## src/rtl/stim_seq_pkg.sv

```systemverilog
package stim_seq_pkg;

  typedef enum logic [2:0] {
    PH_READY = 3'd0,
    PH_AMP   = 3'd1,
    PH_SETUP = 3'd2,
    PH_STIM  = 3'd3,
    PH_GAP   = 3'd4,
    PH_SHORT = 3'd5
  } phase_e;

  typedef struct packed {
    logic conv;
    logic ref_on;
    logic dac;
    logic mod;
    logic shrt;
  } drive_t;

  // Map a phase to the enables it drives.
  function automatic drive_t phase_drive(phase_e p);
    drive_t d;
    d = '0;
    d.conv   = (p == PH_AMP);
    d.ref_on = (p == PH_SETUP) || (p == PH_STIM);
    d.dac    = (p == PH_STIM);
    d.mod    = (p == PH_STIM);
    d.shrt   = (p == PH_SHORT);
    return d;
  endfunction

endpackage

```

## src/rtl/stim_edge.sv

```systemverilog
module stim_edge #(
  parameter logic RESET_LVL = 1'b0
) (
  input  logic clk,
  input  logic rst_n,
  input  logic lvl,
  output logic rise
);
  logic prev_q;

  always_ff @(posedge clk or negedge rst_n) begin
    if (!rst_n) prev_q <= RESET_LVL;
    else        prev_q <= lvl;
  end

  assign rise = lvl & ~prev_q;
endmodule

```

## src/rtl/stim_setup_cnt.sv

```systemverilog
module stim_setup_cnt #(
  parameter int CLKS = 17
) (
  input  logic clk,
  input  logic rst_n,
  input  logic clr,
  input  logic tick,
  output logic done
);
  localparam int W = $clog2(CLKS + 1);
  localparam logic [W-1:0] LAST = W'(CLKS - 1);

  logic [W-1:0] cnt_q;

  function automatic logic is_last(logic [W-1:0] c);
    return c == LAST;
  endfunction

  always_ff @(posedge clk or negedge rst_n) begin
    if (!rst_n)    cnt_q <= '0;
    else if (clr)  cnt_q <= '0;
    else if (tick) cnt_q <= cnt_q + 1'b1;
  end

  assign done = tick & is_last(cnt_q);
endmodule

```

## src/rtl/stim_phase_fsm.sv

```systemverilog
module stim_phase_fsm
  import stim_seq_pkg::*;
(
  input  logic   clk,
  input  logic   rst_n,
  input  logic   wd_rise,
  input  logic   car_rise,
  input  logic   overrun,
  input  logic   setup_done,
  output phase_e phase
);
  phase_e state_q, state_d;

  always_comb begin
    state_d = state_q;
    unique case (state_q)
      PH_READY: if (wd_rise) state_d = PH_AMP;
      PH_AMP:   if (car_rise) state_d = PH_SETUP;
      PH_SETUP: begin
        if (wd_rise)         state_d = PH_GAP;
        else if (setup_done) state_d = PH_STIM;
      end
      PH_STIM: begin
        if (overrun)      state_d = PH_SHORT;
        else if (wd_rise) state_d = PH_GAP;
      end
      PH_GAP:   if (car_rise) state_d = PH_SHORT;
      PH_SHORT: if (wd_rise) state_d = PH_AMP;
      default:  state_d = PH_READY;
    endcase
  end

  always_ff @(posedge clk or negedge rst_n) begin
    if (!rst_n) state_q <= PH_READY;
    else        state_q <= state_d;
  end

  assign phase = state_q;
endmodule

```

## src/rtl/stim_seq.sv

```systemverilog
module stim_seq
  import stim_seq_pkg::*;
#(
  parameter int SETUP_CLKS = 17
) (
  input  logic       clk,
  input  logic       rst_n,
  input  logic       wd_absent,
  input  logic       car_clk,
  input  logic       safety_to,
  output logic [2:0] phase_o,
  output logic       conv_en,
  output logic       ref_en,
  output logic       dac_en,
  output logic       mod_en,
  output logic       short_en
);
  logic   wd_rise;
  logic   car_rise;
  logic   setup_done;
  logic   setup_tick;
  logic   setup_clr;
  phase_e phase_q;
  drive_t drv;

  stim_edge #(.RESET_LVL(1'b1)) wd_edge_i (
    .clk(clk), .rst_n(rst_n), .lvl(wd_absent), .rise(wd_rise)
  );

  stim_edge #(.RESET_LVL(1'b0)) car_edge_i (
    .clk(clk), .rst_n(rst_n), .lvl(car_clk), .rise(car_rise)
  );

  assign setup_tick = car_rise & (phase_q == PH_SETUP);
  assign setup_clr  = (phase_q != PH_SETUP);

  stim_setup_cnt #(.CLKS(SETUP_CLKS)) cnt_i (
    .clk(clk), .rst_n(rst_n), .clr(setup_clr), .tick(setup_tick), .done(setup_done)
  );

  stim_phase_fsm fsm_i (
    .clk(clk), .rst_n(rst_n), .wd_rise(wd_rise), .car_rise(car_rise),
    .overrun(safety_to), .setup_done(setup_done), .phase(phase_q)
  );

  assign drv      = phase_drive(phase_q);
  assign phase_o  = phase_q;
  assign conv_en  = drv.conv;
  assign ref_en   = drv.ref_on;
  assign dac_en   = drv.dac;
  assign mod_en   = drv.mod;
  assign short_en = drv.shrt;
endmodule

```

## config.mk

```make
export PLATFORM = sky130hd
export DESIGN_NAME = stim_seq
export DESIGN_NICKNAME = d
export VERILOG_FILES = /design/src/rtl/stim_seq_pkg.sv /design/src/rtl/stim_edge.sv /design/src/rtl/stim_setup_cnt.sv /design/src/rtl/stim_phase_fsm.sv /design/src/rtl/stim_seq.sv
export SDC_FILE = /design/constraint.sdc
export NUM_CORES = 1
export LEC_CHECK = 0
export ABC_AREA = 1
export BUFFER_PORTS_ARGS = -buffer_cell sky130_fd_sc_hd__buf_2
export CORE_MARGIN = 5
export CORE_UTILIZATION = 40
export DETAILED_ROUTE_END_ITERATION = 7
export HOLD_SLACK_MARGIN = 0.05
export PLACE_DENSITY = 0.63
export SLEW_MARGIN = 20
export SYNTH_ARGS = -nofsm -noshare
export SYNTH_HDL_FRONTEND = slang
export SYNTH_HIERARCHICAL = 1
export SYNTH_SLANG_ARGS = --single-unit
export TNS_END_PERCENT = 30
```

## constraint.sdc

```tcl
create_clock -name clk -period 1.72 [get_ports clk]
set_input_delay 0.344 -clock clk [delete_from_list [all_inputs] [get_ports clk]]
set_output_delay 0.344 -clock clk [all_outputs]
set_load 0.1 [all_outputs]
```

==> flow_summary_export.csv <==
group,metric,value,unit
setup_path,critical_path_source_type,"register",
route,viasPerCell,4.59,
final_layout,fin_nets,133,
place,dpl.hpwl,1110,µm
clock_tree,clock_root_buffer,"sky130_fd_sc_hd__clkbuf_4",
timing,worst_slew_margin_relative_to_its_limit,0.679,
setup_path,critical_path.max_stage_delay,0.41,ns
status,outcome,"complete, no violations",
timing,post-route-period-util,0.969,
clock_tree,clock_tree_from_tritoncts,"built",
setup_path,path_max_fanout,12,
timing,final-max-slew-violation-count,0,
power,irDropWorstVdd,1130,µV
global_route,globalRoute.busiestLayer,"met2",
final_layout,final_layout_size_suffix_gt1_frac,0.416,
global_route,vias_in_the_first_global_route,599,
floorplan,core_area,0.00173,mm²
route,drt_first_pass_iters,4,
synthesis,syn-num-nets,109,
setup_path,critPathKind,"reg2out",
power,power_density,1870,mW/mm²
clock_tree,cts.sink_count,10,
timing,worst_slew_pin_slew,0.485,ns
timing,fin_setup_tns,0,ns
final_layout,antenna-diode-count,0,
synthesis,synth.lib_cells_used.distinct,22,
timing,finalCriticalPeriod,1.67,ns
route,vias,689,
clock_tree,clockBufferDepth,2,
global_route,antenna_found_initial,0,
setup_path,crit_path_cell_trace,"buf_6 -> nor3_4 -> buf_12",
global_route,grt_pass1_wl,2550,µm
final_layout,fin_area,0.00106,mm²
global_route,globalRouteTotalUtil,0.126,
route,finalWirelength,1450,µm
min_path,hp-class,"in2reg",
route,first_iter_violations,17,
timing,worst_hold_slack,0.189,ns
place,routabilityCongestion,0.858,
floorplan,fp-row-count,15,
final_layout,final_util,0.616,
setup_path,crit_required,1.38,ns
floorplan,num_io_pins,13,
timing,finalClockSkew,0.00295,ns
setup_path,endpoint_kind,"output pin",
floorplan,die_area,0.00276,mm²
setup_path,cp_slowest_cell,"sky130_fd_sc_hd__dfrtp_2",
synthesis,warnings_from_yosys,6,
synthesis,syn_area,723,µm²
route,ant_nets,0,
synthesis,synthesis.instances,102,
synthesis,synth.ff_latch_count,10,
synthesis,seq_area_frac_synth,0.348,
timing,setup_repair_after_global_routing_missed_its_margin,"yes",
global_route,global_route.usage.met1,0.169,
clock_tree,clk_transition_reported_paths,0.07,ns
place,postPlaceCellArea,970,µm²
place,portBuffers,12,
timing,final_report_setup_violation_count,0,
synthesis,postSynthAreaPerCell,7.09,µm²
global_route,grt_start_max_net_pins,13,
timing,fmax,0.600,GHz
floorplan,dieHeight,52.5,µm
global_route,use_met3,0.0313,
global_route,grt_use_met2,0.184,
floorplan,fp.dieW,52.5,µm
clock_tree,tritoncts.num_buffers,3,
power,power.leakage,0.500,nW
route,routed_wire_length_per_instance,9.68,µm
flow_run,max_cap_violations,0,
global_route,gr-total-overflow,0,
setup_path,critical_path_arrival,1.32,ns
route,post-route-drc-count,0,
clock_tree,clock_tree.htree_level_count,1,
timing,finalHoldViolations,0,
floorplan,starting_density_of_the_core,0.419,
clock_tree,clk-insertion-delay-late,0.26,ns
final_layout,synthesis_to_layout_area_growth,47.1,%
-- timing repair --
action	in CTS	in global routing
pin swaps	1	2
buffers inserted	1	1
hold buffers	1	0
endpoints found under the setup margin	4	6
hold endpoints to repair	9	0
gates resized for setup	1	9
-- power breakdown --
part	switching, W	internal, W
Clock	0.0000794	0.000128
Combinational	0.000974	0.000483
Sequential	0.0000310	0.000293
Total	0.00108	0.000905
-- synth_stat cells, drive strengths merged --
cell / n / share of area
nor4: 1 / 0.0087
or2: 1 / 0.0087
nand2: 26 / 0.14
dfrtp: 9 / 0.31
a21oi: 3 / 0.026
dfstp: 1 / 0.036
ha: 2 / 0.035
buf: 2 / 0.021
nor3: 3 / 0.035
nand3: 12 / 0.090
nor2: 18 / 0.15
a31oi: 1 / 0.0087
clkinv: 1 / 0.0052
inv: 18 / 0.093
o21ai: 4 / 0.028
-- worst max-delay path: cells and delay by family, from the launching register on --
| family | cells | cell delay (ns) |
|---|---|---|
| buf+inv | 2 | 0.37 |
| flops | 1 | 0.41 |
| simple gates | 1 | 0.28 |
-- metal layers --
layer,wire length [µm],vias to the layer above
li1,-,364
met3,77,2
met1,666,306
met4,12,0
met5,0,-
met2,696,17
-- flip-flops by register name, indices dropped and copies added, names as in the netlist --
name	flops
car_edge_i/prev_q	1
cnt_i/cnt_q	5
fsm_i/phase	3
wd_edge_i/prev_q	1
-- cells in the final DEF, fill, tap and decap left out, types with 2 or more instances in the layout --
master / instances
sky130_fd_sc_hd__buf_2: 6
sky130_fd_sc_hd__buf_12: 6
sky130_fd_sc_hd__nor2_4: 5
sky130_fd_sc_hd__inv_1: 12
sky130_fd_sc_hd__a21oi_1: 2
sky130_fd_sc_hd__nand2_2: 2
sky130_fd_sc_hd__nand3_1: 11
sky130_fd_sc_hd__dfrtp_1: 6
sky130_fd_sc_hd__o21ai_0: 4
sky130_fd_sc_hd__nor2_2: 5
sky130_fd_sc_hd__dfrtp_4: 2
sky130_fd_sc_hd__nor2_1: 8
sky130_fd_sc_hd__buf_6: 3
sky130_fd_sc_hd__ha_1: 2
sky130_fd_sc_hd__nand2_1: 24
sky130_fd_sc_hd__clkbuf_4: 3
sky130_fd_sc_hd__buf_4: 5
sky130_fd_sc_hd__inv_2: 5
sky130_fd_sc_hd__nor3_4: 3
-- metrics by stage --
stage | power (W) | setup slack [ns] | cells
after floorplan | 0.00135 | -0.593 | 102
after global placement | 0.00170 | 0.0617 | 143
final | 0.00199 | 0.0526 | 150
after CTS | 0.00195 | 0.00384 | 149
after global routing | 0.00212 | -0.0123 | 150
after detailed placement | 0.00171 | 0.0461 | 143
-- final timing paths --
kind                                start                end  slack (ns)  cells past startpoint
setup / recovery           fsm_i/phase[2]             dac_en        0.05                      3
hold / removal                  wd_absent   wd_edge_i/prev_q        0.19                      1
setup reg to reg           fsm_i/phase[1]     fsm_i/phase[0]        0.10                     11
hold reg to reg            cnt_i/cnt_q[1]     cnt_i/cnt_q[1]        0.54                      2
max in group asynchronous           rst_n   wd_edge_i/prev_q        1.01                      2
min in group asynchronous           rst_n  car_edge_i/prev_q        0.46                      2
-- area by class of cell --
cell class,count,area (µm²)
flip-flops and latches,10,260
well taps,25,31.3
inverters,19,73.8
multi-input cells,71,430
clock buffers,4,36.3
repair buffers,21,231
fillers,150,663
-- cells by family (layout without fill, tap and decap cells) --
kind of cell / after synthesis / in the layout / share of synthesized area
compound gates: 8 / 8 / 0.0623
fa+ha+maj: 2 / 2 / 0.0346
buf+inv: 21 / 44 / 0.119
flops: 10 / 10 / 0.348
simple gates: 61 / 61 / 0.436
(Power assumes the default switching activity.)
